[src/rtl/bank_pick_pkg.sv]
// Shared types for the bank picker.
// Assumes nothing beyond standard SystemVerilog.
package bank_pick_pkg;

    // Outcome of one selection attempt
    typedef enum logic [1:0] {
        PICK_IDLE  = 2'd0,
        PICK_GRANT = 2'd1,
        PICK_FAIL  = 2'd2
    } pick_outcome_e;

endpackage

[src/rtl/resv_vector.sv]
// Write-reservation vector: one bit per bank, marking the banks that have
// already been given an arriving packet in the current frame.
// Assumes start is high in the first slot of each frame; it empties the
// vector, and a set in that same cycle lands in the emptied vector.
module resv_vector #(
    parameter int NB = 8
) (
    input  logic          clk,
    input  logic          rst_n,
    input  logic          start,
    input  logic          set_en,
    input  logic [NB-1:0] set_mask,
    output logic [NB-1:0] resv_eff,
    output logic [NB-1:0] resv_q
);

    logic [NB-1:0] base;

    // Contents as seen by a request in this cycle
    always_comb begin
        base     = start ? '0 : resv_q;
        resv_eff = base;
    end

    // Register the vector with the new reservation added
    always_ff @(posedge clk) begin
        if (!rst_n) begin
            resv_q <= '0;
        end else begin
            resv_q <= base | (set_en ? set_mask : '0);
        end
    end

endmodule

[src/rtl/read_bitmap.sv]
// Read-transaction bitmap: a ring of ROWS rows, one per frame, each with one
// bit per bank. A set bit means that bank holds a packet to be read in that
// frame. Two read ports are provided (current and departure rows), plus one
// clear and one set port.
// Assumes ROWS is a power of two. A set and a clear on the same row in one
// cycle leave only the set bits.
module read_bitmap #(
    parameter int NB    = 8,
    parameter int ROWS  = 16,
    parameter int ROW_W = $clog2(ROWS)
) (
    input  logic             clk,
    input  logic             rst_n,
    input  logic [ROW_W-1:0] cur_row,
    input  logic [ROW_W-1:0] dep_row,
    input  logic             clr_en,
    input  logic [ROW_W-1:0] clr_row,
    input  logic             set_en,
    input  logic [ROW_W-1:0] set_row,
    input  logic [NB-1:0]    set_mask,
    output logic [NB-1:0]    cur_bits,
    output logic [NB-1:0]    dep_bits
);

    logic [ROWS-1:0][NB-1:0] rows_flat;

    for (genvar r = 0; r < ROWS; r++) begin : g_row
        logic          hit_clr;
        logic          hit_set;
        logic [NB-1:0] row_q;

        // Decode whether this row is addressed this cycle
        always_comb begin
            hit_clr = clr_en && (clr_row == ROW_W'(r));
            hit_set = set_en && (set_row == ROW_W'(r));
        end

        // Update the row: clear first, then set
        always_ff @(posedge clk) begin
            if (!rst_n) begin
                row_q <= '0;
            end else if (hit_set) begin
                row_q <= (hit_clr ? '0 : row_q) | set_mask;
            end else if (hit_clr) begin
                row_q <= '0;
            end
        end

        assign rows_flat[r] = row_q;
    end

    // Read both rows needed by the compatibility check
    always_comb begin
        cur_bits = rows_flat[cur_row];
        dep_bits = rows_flat[dep_row];
    end

endmodule

[src/rtl/lowest_free.sv]
// Priority encoder: finds the lowest-index set bit of a free-bank vector and
// returns it both as an index and as a one-hot mask.
// Assumes BANK_W is wide enough to hold NB-1.
module lowest_free #(
    parameter int NB     = 8,
    parameter int BANK_W = (NB > 1) ? $clog2(NB) : 1
) (
    input  logic [NB-1:0]     free_vec,
    output logic              found,
    output logic [BANK_W-1:0] idx,
    output logic [NB-1:0]     mask
);

    // Scan from the top down so the lowest set bit wins
    always_comb begin
        idx = '0;
        for (int i = NB - 1; i >= 0; i--) begin
            if (free_vec[i]) begin
                idx = BANK_W'(i);
            end
        end
        found = |free_vec;
    end

    // One-hot form of the chosen bank
    always_comb begin
        mask = found ? (NB'(1) << idx) : '0;
    end

endmodule

[src/rtl/dram_bank_picker.sv]
// Top of the bank picker. For each request it forms the set of banks not
// reserved in this frame, not read in this frame and not read in the
// departure frame, then grants the lowest of them and records the grant.
// Assumes at most B requests per frame and a departure distance between 0
// and ROWS-2 frames. The result is registered: one cycle of latency.
module dram_bank_picker #(
    parameter int B       = 3,
    parameter int ROWS    = 16,
    parameter int FRAME_W = 8,
    parameter int NB      = 3 * B - 1,
    parameter int BANK_W  = (NB > 1) ? $clog2(NB) : 1
) (
    input  logic               clk,
    input  logic               rst_n,
    input  logic               frame_start,
    input  logic [FRAME_W-1:0] cur_frame,
    input  logic               req_valid,
    input  logic [FRAME_W-1:0] dep_frame,
    output logic               sel_valid,
    output logic               sel_fail,
    output logic [BANK_W-1:0]  sel_bank
);

    import bank_pick_pkg::*;

    localparam int ROW_W = $clog2(ROWS);

    logic [ROW_W-1:0]  cur_row;
    logic [ROW_W-1:0]  dep_row;
    logic [ROW_W-1:0]  prev_row;
    logic [NB-1:0]     resv_eff;
    logic [NB-1:0]     resv_q;
    logic [NB-1:0]     cur_bits;
    logic [NB-1:0]     dep_bits;
    logic [NB-1:0]     free_vec;
    logic              found;
    logic [BANK_W-1:0] pick_idx;
    logic [NB-1:0]     pick_mask;
    logic              grant;
    pick_outcome_e     outcome;

    // Map frame numbers onto bitmap rows
    always_comb begin
        cur_row  = cur_frame[ROW_W-1:0];
        dep_row  = dep_frame[ROW_W-1:0];
        prev_row = cur_row - ROW_W'(1);
    end

    resv_vector #(.NB(NB)) resv_i (
        .clk      (clk),
        .rst_n    (rst_n),
        .start    (frame_start),
        .set_en   (grant),
        .set_mask (pick_mask),
        .resv_eff (resv_eff),
        .resv_q   (resv_q)
    );

    read_bitmap #(.NB(NB), .ROWS(ROWS), .ROW_W(ROW_W)) rmap_i (
        .clk      (clk),
        .rst_n    (rst_n),
        .cur_row  (cur_row),
        .dep_row  (dep_row),
        .clr_en   (frame_start),
        .clr_row  (prev_row),
        .set_en   (grant),
        .set_row  (dep_row),
        .set_mask (pick_mask),
        .cur_bits (cur_bits),
        .dep_bits (dep_bits)
    );

    // Banks free of all three conflict kinds
    always_comb begin
        free_vec = ~(resv_eff | cur_bits | dep_bits);
    end

    lowest_free #(.NB(NB), .BANK_W(BANK_W)) enc_i (
        .free_vec (free_vec),
        .found    (found),
        .idx      (pick_idx),
        .mask     (pick_mask)
    );

    // Classify this cycle's request
    always_comb begin
        if (!req_valid) begin
            outcome = PICK_IDLE;
        end else if (found) begin
            outcome = PICK_GRANT;
        end else begin
            outcome = PICK_FAIL;
        end
        grant = (outcome == PICK_GRANT);
    end

    // Register the result for the requester
    always_ff @(posedge clk) begin
        if (!rst_n) begin
            sel_valid <= 1'b0;
            sel_fail  <= 1'b0;
            sel_bank  <= '0;
        end else begin
            sel_valid <= (outcome == PICK_GRANT);
            sel_fail  <= (outcome == PICK_FAIL);
            if (grant) begin
                sel_bank <= pick_idx;
            end
        end
    end

endmodule

[config.mk]
export PLATFORM = sky130hd
export DESIGN_NAME = dram_bank_picker
export DESIGN_NICKNAME = d
export VERILOG_FILES = /design/src/rtl/bank_pick_pkg.sv /design/src/rtl/resv_vector.sv /design/src/rtl/read_bitmap.sv /design/src/rtl/lowest_free.sv /design/src/rtl/dram_bank_picker.sv
export SDC_FILE = /design/constraint.sdc
export NUM_CORES = 1
export LEC_CHECK = 0
export BUFFER_PORTS_ARGS = -buffer_cell sky130_fd_sc_hd__buf_2
export CORE_UTILIZATION = 36
export DETAILED_ROUTE_END_ITERATION = 10
export GPL_ROUTABILITY_DRIVEN = 0
export GPL_TIMING_DRIVEN = 0
export MAX_ROUTING_LAYER = met4
export RECOVER_POWER = 100
export SKIP_LAST_GASP = 1
export SYNTH_ARGS = -nofsm -noshare
export SYNTH_HDL_FRONTEND = slang
export SYNTH_SLANG_ARGS = --single-unit
[constraint.sdc]
create_clock -name clk -period 4.3 [get_ports clk]
set_input_delay 0 -clock clk [delete_from_list [all_inputs] [get_ports clk]]
set_output_delay 0 -clock clk [all_outputs]
set_load 0.005 [all_outputs]
==> results of run 1 <==
-- worst max path at each step --
stage,end,slack (ps),from
after floorplan,rmap_i.g_row[12].row_q[1]$_SDFF_PN0_,1600,rmap_i.g_row[11].row_q[4]$_SDFF_PN0_
after global placement,rmap_i.g_row[11].row_q[4]$_SDFF_PN0_,430,dep_frame[1]
after detailed placement,rmap_i.g_row[7].row_q[4]$_SDFF_PN0_,410,dep_frame[1]
after CTS,rmap_i.g_row[7].row_q[4]$_SDFF_PN0_,770,rmap_i.g_row[15].row_q[7]$_SDFF_PN0_
after global routing,rmap_i.g_row[9].row_q[4]$_SDFF_PN0_,250,dep_frame[1]
final,rmap_i.g_row[6].row_q[4]$_SDFF_PN0_,540,dep_frame[1]
-- what timing repair did --
action / 4_1_cts / 5_1_grt
endpoints found under the hold margin: 4 / 0
buffers inserted: 0 / 0
hold buffers: 2 / 0
-- Yosys cell counts (7+ instances only) --
| cell type | n | area (µm²) |
|---|---|---|
| dfxtp_1 | 141 | 2820 |
| nand2_1 | 101 | 379 |
| o21ai_1 | 50 | 250 |
| mux4_2 | 48 | 1080 |
| nor2_1 | 42 | 158 |
| a22o_1 | 38 | 333 |
| clkbuf_1 | 25 | 93.8 |
| mux2i_1 | 25 | 250 |
| a32o_1 | 24 | 240 |
| buf_2 | 15 | 75.1 |
| o21ai_0 | 14 | 70.1 |
| a21oi_1 | 13 | 65.1 |
| a22oi_1 | 13 | 97.6 |
| nand3_1 | 13 | 65.1 |
| nor2b_1 | 11 | 68.8 |
| o21ai_2 | 10 | 87.6 |
| nand2b_1 | 9 | 56.3 |
| and3_1 | 7 | 43.8 |
| nor3_1 | 7 | 35.0 |
-- flip-flops by register name, indices dropped and copies added (netlist names) --
register and cells:
sel_bank 3, rmap_i.g_row.row_q 128, sel_valid 1, resv_i.resv_q 8, sel_fail 1
-- critical path, delay by kind of cell --
| family | cells | cell delay [ps] |
|---|---|---|
| mux | 1 | 230 |
| simple gates | 3 | 890 |
| buf+inv | 6 | 2070 |
| compound gates | 4 | 900 |
-- cell usage in the layout, fill, tap and decap left out, types with 17 or more instances in the layout --
cell type / synthesis / layout
buf_2: 15 / 18
mux4_2: 48 / 48
dfxtp_1: 141 / 141
a32o_1: 24 / 24
mux2i_1: 25 / 25
clkbuf_16: 0 / 17
nand2_1: 101 / 101
nor2_1: 42 / 43
a22o_1: 38 / 38
clkbuf_1: 25 / 34
o21ai_0: 14 / 68
-- metal layers --
metal | wire length [µm] | up-vias | part of all wire, %
met1 | 10600 | 2946 | 43
met3 | 2210 | 74 | 9.0
met2 | 10900 | 332 | 44
met5 | 0 | - | 0
met4 | 952 | 0 | 3.9
li1 | - | 2711 | -
-- layout make-up --
cell class / instances / area (µm²) / share of cell area (%)
Buffer: 53 / 280 / 3.50
Clock buffer: 22 / 474 / 5.92
Clock inverter: 10 / 113 / 1.41
Inverter: 7 / 26.3 / 0.328
Multi-Input combinational cell: 495 / 3910 / 48.7
Sequential cell: 141 / 2820 / 35.2
Tap cell: 260 / 325 / 4.06
Timing Repair Buffer: 12 / 65.1 / 0.812
-- report_power, final --
part	leakage (nW)	switching, mW	total, mW	internal [mW]
combinational	1.40	0.186	0.258	0.0720
sequential	1.14	0.00385	1.32	1.31
clock	0.286	0.589	1.49	0.898
total	2.82	0.779	3.06	2.28
-- through the flow --
step	power [mW]	instances
floorplan	1.51	696
global placement	1.60	966
detailed placement	1.60	966
CTS	3.06	1000
global route	3.13	1000
finish	3.06	1000
-- kinds of logic (layout without fill, tap and decap cells) --
group	Yosys count	in the layout	share of synthesized area, %
AO/OA/AOI/OAI	202	202	21.5
flip-flops	141	141	39.9
multiplexers	80	80	20.1
AND/OR/NAND/NOR	213	213	14.1
buffers and inverters	60	104	4.42
==> results.md, run 1 <==
* Worst setup SP type: input pin
* DRC violations left at 0
* Achievable frequency at 266 MHz
* Horizontal die dimension at 142 µm
* Sequential fraction of the synthesis area at between 30% and 40%
* RSZ-0062 raised after global routing: no
* Total nets after synthesis at 716
* Worst-path maximum fanout at 10
* Hold Violations, Final at 0
* Post-DP HPWL at 17.8 mm
* First-pass GRT wire length at about 37 mm
* Number of global-route vias before repair at about 5,700
* Total wirelength of the detailed-routed design at 24.6 mm
* Number of endpoints failing setup at the final stage at 0
* CTS tree: yes
* Area delta synth->final at 13.2%
* Synth async-reset ratio at 0%
* Arrival time at the worst endpoint at 4120 ps
* Seq cells post-synth at approximately 140
* End of the worst register-to-register path: rmap_i.g_row[7].row_q[4]$_SDFF_PN0_
* Proportion of layout cells with a drive suffix above 1 at 16.4%
* Outcome: finished, final reports clean
* Initial Utilization at 37.2%
* Share of the core filled with cells at 42.1%
* Synth warnings at 0
* Largest stage delay on the critical path at around 540 ps
* Average wire per cell in the routed design at 24.6 µm
* Clock input transition at the sequential cells of the worst setup and hold paths at 60 ps
* Violation count after the first detailed-routing iteration at between 600 and 700
* Final Hold Slack at 249 ps
* Max clock buf depth at 2
* Final worst path period need at roughly 3800 ps
* Die extent in y at between 100 and 150 µm
* Endpoint of the worst hold-timing path: resv_i.resv_q[3]$_SDFF_PN0_
* Met2 capacity usage during global routing at 38.5%
* Number of sinks driven by the clock tree at approximately 140
* Global route hottest layer: met2
* Type of destination of the critical path: register
* Worst rel slew slack at around 26%
* # nets final at 747
* Count of vias placed by the detailed router at about 6,000
* Number of antenna repair diodes at 0
* Worst min path class: in -> reg
* Length of the first detailed-routing pass in iterations at 5
* Setup total negative slack at 0 ps
* Worst hold path startpoint: frame_start
* Power per cell area at 382 nW/µm²
* CP Cell Sequence: clkbuf_1, buf_2, clkbuf_2, buf_6, buf_4, mux2i_1, o22ai_1, o21ai_0, nand3_1, and4bb_1, a21oi_1, clkbuf_1, nand2_1, o21ai_0
* Total Die Area at 20,200 µm²
* Skew-Pair Late Insertion Delay at 440 ps
* Hold Path Stages at 3
* Final worst setup slack at 537 ps
* Post-route fraction of the period consumed by the critical path at 87.5%
* Pre-CTS setup slack at 415 ps
* Layout Skew at between 9 and 10 ps
* Number of cell rows at 50
* Worst setup path category: in -> reg
* Max-capacitance violation count at 0
* Number of primary I/O pins at 25
* Distinct cell type count of the synthesized netlist at 67
* Total standard cell area after synthesis at 7080 µm²
* Buffer cell driving the clock tree root: clkbuf_16
* GR Overflow Total at 0
* Overall global routing resource usage at 26.3%
* Cell type of the slowest stage on the worst timing path: clkbuf_1
* Met3 Use GR at approximately 5.1%
* Worst-case register-to-register setup slack at ~770 ps
* Max Transition Viols Final at 0
* Origin of the critical flop-to-flop path: rmap_i.g_row[15].row_q[7]$_SDFF_PN0_
* Number of instances in the synthesized netlist at 696
* Met1 usage in global routing at 34.7%
* Peak supply drop at 0.000242 V
* Slew at the pin with the worst max-slew slack at 1100 ps
* Count of flip-flops with a built-in enable after synthesis at 0
* Post-detailed-placement cell area at between 7000 and 8000 µm²
* Depth of the most critical reg-to-reg path at 7
* Antenna-violating nets left at 0
* Maximum number of pins on one net before global-route repair at 17
* Cells resized by post-CTS repair at 0
* Fill cells at 1,896
* Port bufs at 10
* Final instance area at 8010 µm²
* Prevailing post-synth register cell: dfxtp_1
* Per-instance average area after synthesis at 10.2 µm²
* Number of buffers added by the clock tree synthesis step at 17
* Static Leak at 2.82 nW
* Data required time at the worst endpoint at 4660 ps
* Number of levels in the clock H-tree at 4
* Vias per cell at 6.06
* Core region area at 19,000 µm²
* Number of antenna violations at the first check in global routing at 0
Power figures use the tool's default switching activity.
==> run 2, diff against run 1 <==
==> constraint.sdc (replaced) <==
create_clock -name clk -period 4.75 [get_ports clk]
set_input_delay 0 -clock clk [delete_from_list [all_inputs] [get_ports clk]]
set_output_delay 0 -clock clk [all_outputs]
set_load 0.005 [all_outputs]
==> run 2 against run 1 <==
  * Core utilization about the same
  * Design area barely moved
  * Worst setup slack better by 180 ps
  * Register-to-register slack lost 50 ps
  * Hold slack worse by 0.78 ps
  * Clock power decreased by 9%
  * Cell count did not move
  * Global-route usage unchanged
  * Largest cell class unchanged
  * Count of clock-buffer cells in the layout did not move
  * Routed wire length is essentially flat
==> results.md, run 2 (same netlist as run 1, synthesis figures left out) <==
* Number of cell rows at 50 (unchanged)
* Data required time at the worst endpoint at 5110 ps (+450 ps)
* Post-DP HPWL at 17.8 mm (unchanged)
* Proportion of layout cells with a drive suffix above 1 at 16.6% (+0.27 points)
* Area delta synth->final at 13.1% (about the same)
* Count of vias placed by the detailed router at 6,109 (+0.76%)
* Final worst setup slack at 721 ps (+184 ps)
* Count of buffers added by post-CTS timing repair for setup at 0 (unchanged)
* Number of sinks driven by the clock tree at 141 (unchanged)
* Biggest regs: rmap_i.g_row.row_q x128, resv_i.resv_q x8, sel_bank x3
* Number of primary I/O pins at 25 (unchanged)
* Depth of the most critical reg-to-reg path at 9 (+2)
* Hold Path Stages at 3 (unchanged)
* Post-layout power at 2.77 mW (-9.4%)
* Vias per cell at 6.11 (+0.76%)
* Cells resized by post-CTS repair at 0 (unchanged)
* Endpoint of the worst hold-timing path: resv_i.resv_q[3]$_SDFF_PN0_
* Die extent in y at 142 µm (unchanged)
* Antenna-violating nets left at 0 (unchanged)
* Slew at the pin with the worst max-slew slack at 1280 ps (+179 ps)
* Horizontal die dimension at 142 µm (unchanged)
* # nets final at 747 (unchanged)
* Pre-CTS setup slack at 865 ps (+450 ps)
* Worst setup SP type: register
* Worst min path class: in -> reg
* Arrival time at the worst endpoint at 4390 ps (+270 ps)
* Number of antenna repair diodes at 0 (unchanged)
* Cell type of the slowest stage on the worst timing path: a2111oi_1
* Outcome: finished, final reports clean
* Final worst path period need at around 4000 ps
* # hold bufs at CTS at 2 (unchanged)
* End of the worst register-to-register path: rmap_i.g_row[15].row_q[1]$_SDFF_PN0_
* Overall global routing resource usage at 26.3% (unchanged)
* Fill cells at 1,896 (unchanged)
* Number of buffers added by the clock tree synthesis step at 17 (unchanged)
* Total Die Area at 20,200 µm² (unchanged)
* Cell class contributing the biggest share of worst-path delay: compound AO/OA/AOI/OAI gates
* RSZ-0062 raised after global routing: no
* Share of the core filled with cells at 42.1% (about the same)
* Setup total negative slack at 0 ps (unchanged)
* Core region area at 19,000 µm² (unchanged)
* Peak supply drop at 0.000220 V (-9.2%)
* Number of global-route vias before repair at 5,717 (unchanged)
* Achievable frequency at 248 MHz
* Buffers & Inverters on Critical Path at 2 (-4)
* Post-route fraction of the period consumed by the critical path at 84.8%
* Hold Violations, Final at 0 (unchanged)
* CTS tree: yes
* Total wirelength of the detailed-routed design at 24.6 mm (about the same)
* Skew-Pair Late Insertion Delay at 440 ps (about the same)
* Most flops, register: rmap_i.g_row.row_q
* Layout Skew at 9.30 ps (+0.179 ps)
* Buffer cell driving the clock tree root: clkbuf_16
* Number of endpoints failing setup at the final stage at 0 (unchanged)
* Power per cell area at 346 nW/µm² (-9.4%)
* First-pass GRT wire length at 37.4 mm (unchanged)
* Flip-flop count of the largest register after layout at 128 (unchanged)
* Worst-path maximum fanout at 10 (unchanged)
* Worst hold path startpoint: frame_start
* Origin of the critical flop-to-flop path: rmap_i.g_row[11].row_q[1]$_SDFF_PN0_
* Static Leak at 2.82 nW (about the same)
* Worst rel slew slack at 14.2% (-12 points)
* Length of the first detailed-routing pass in iterations at 6 (+1)
* Largest stage delay on the critical path at 1110 ps (+570 ps)
* Post-detailed-placement cell area at 7450 µm² (unchanged)
* Max-capacitance violation count at 0 (unchanged)
* Worst-case register-to-register setup slack at 720 ps (-50 ps)
* Max clock buf depth at 2 (unchanged)
* Final instance area at 8000 µm² (about the same)
* Leading cell types in the layout, fill and taps excluded: 141 x dfxtp_1, 101 x nand2_1, 69 x o21ai_0
* Clock input transition at the sequential cells of the worst setup and hold paths at 60 ps (about the same)
* Number of antenna violations at the first check in global routing at 0 (unchanged)
* Maximum number of pins on one net before global-route repair at 17 (unchanged)
* Type of destination of the critical path: register
* Average wire per cell in the routed design at 24.6 µm (about the same)
* CP Cell Sequence: mux4_2, a22o_1, a2111oi_1, nor4_1, nor2b_1, or4b_1, clkbuf_1, buf_6, o21ai_0
* DRC violations left at 0 (unchanged)
* Max Transition Viols Final at 0 (unchanged)
* GR Overflow Total at 0 (unchanged)
* Port bufs at 10 (unchanged)
* Initial Utilization at 37.2% (unchanged)
* Commonest non-fill, non-tap cell in the layout: dfxtp_1
* Worst setup path category: reg -> reg
* Number of levels in the clock H-tree at 4 (unchanged)
* Violation count after the first detailed-routing iteration at 706 (+6.3%)
-- run 2: cell types whose count changed in the layout (fill, tap and decap cells not counted), sizes merged --
cell and delta:
buf +2, clkbuf -2
-- run 2: worst min-delay path, cell delays in order --
cell and delay, ps:
clkbuf_1 250, nand2b_1 270, a21oi_1 120
-- run 2: final cells by class --
type,count,area (µm²),share of cell area [%]
Clock buffer,22,474,5.92
Timing Repair Buffer,12,66.3,0.829
Inverter,7,26.3,0.328
Clock inverter,10,113,1.41
Multi-Input combinational cell,495,3890,48.6
Sequential cell,141,2820,35.3
Tap cell,260,325,4.06
Buffer,53,283,3.53
-- run 2: where the power goes --
part / internal (mW) / total [mW] / leakage, nW / switching (mW)
registers: 1.19 / 1.19 / 1.14 / 0.00346
logic: 0.0652 / 0.233 / 1.40 / 0.168
clock network: 0.813 / 1.35 / 0.286 / 0.535
total: 2.07 / 2.77 / 2.82 / 0.706
-- run 2: per-layer routing --
| layer | global-route usage, % | up-vias | share of wire (%) | wire length [µm] |
|---|---|---|---|---|
| li1 | - | 2713 | - | - |
| met1 | 34.7 | 2991 | 43 | 10600 |
| met2 | 38.5 | 332 | 44 | 10900 |
| met3 | 5.15 | 73 | 8.9 | 2190 |
| met4 | 12.8 | 0 | 3.8 | 934 |
| met5 | - | - | 0 | 0 |
-- run 2: per-stage QoR --
| stage | hold WS [ps] | cells |
|---|---|---|
| after global routing | 294 | 1000 |
| after floorplan | 212 | 696 |
| after CTS | 238 | 1000 |
| after detailed placement | 378 | 966 |
| final | 248 | 1000 |
| after global placement | 383 | 966 |
-- run 2: worst max-delay path by stage --
stage,start,endpoint,slack [ps],depth (start not counted)
4_1_cts,rmap_i.g_row[15].row_q[7]$_SDFF_PN0_,rmap_i.g_row[7].row_q[4]$_SDFF_PN0_,1220,7
3_3_place_gp,dep_frame[1],rmap_i.g_row[11].row_q[4]$_SDFF_PN0_,880,10
6_report,rmap_i.g_row[11].row_q[1]$_SDFF_PN0_,rmap_i.g_row[15].row_q[1]$_SDFF_PN0_,720,9
5_1_grt,rmap_i.g_row[11].row_q[1]$_SDFF_PN0_,rmap_i.g_row[9].row_q[1]$_SDFF_PN0_,480,9
3_5_place_dp,dep_frame[1],rmap_i.g_row[7].row_q[4]$_SDFF_PN0_,860,10
2_1_floorplan,rmap_i.g_row[11].row_q[4]$_SDFF_PN0_,rmap_i.g_row[12].row_q[1]$_SDFF_PN0_,2050,11
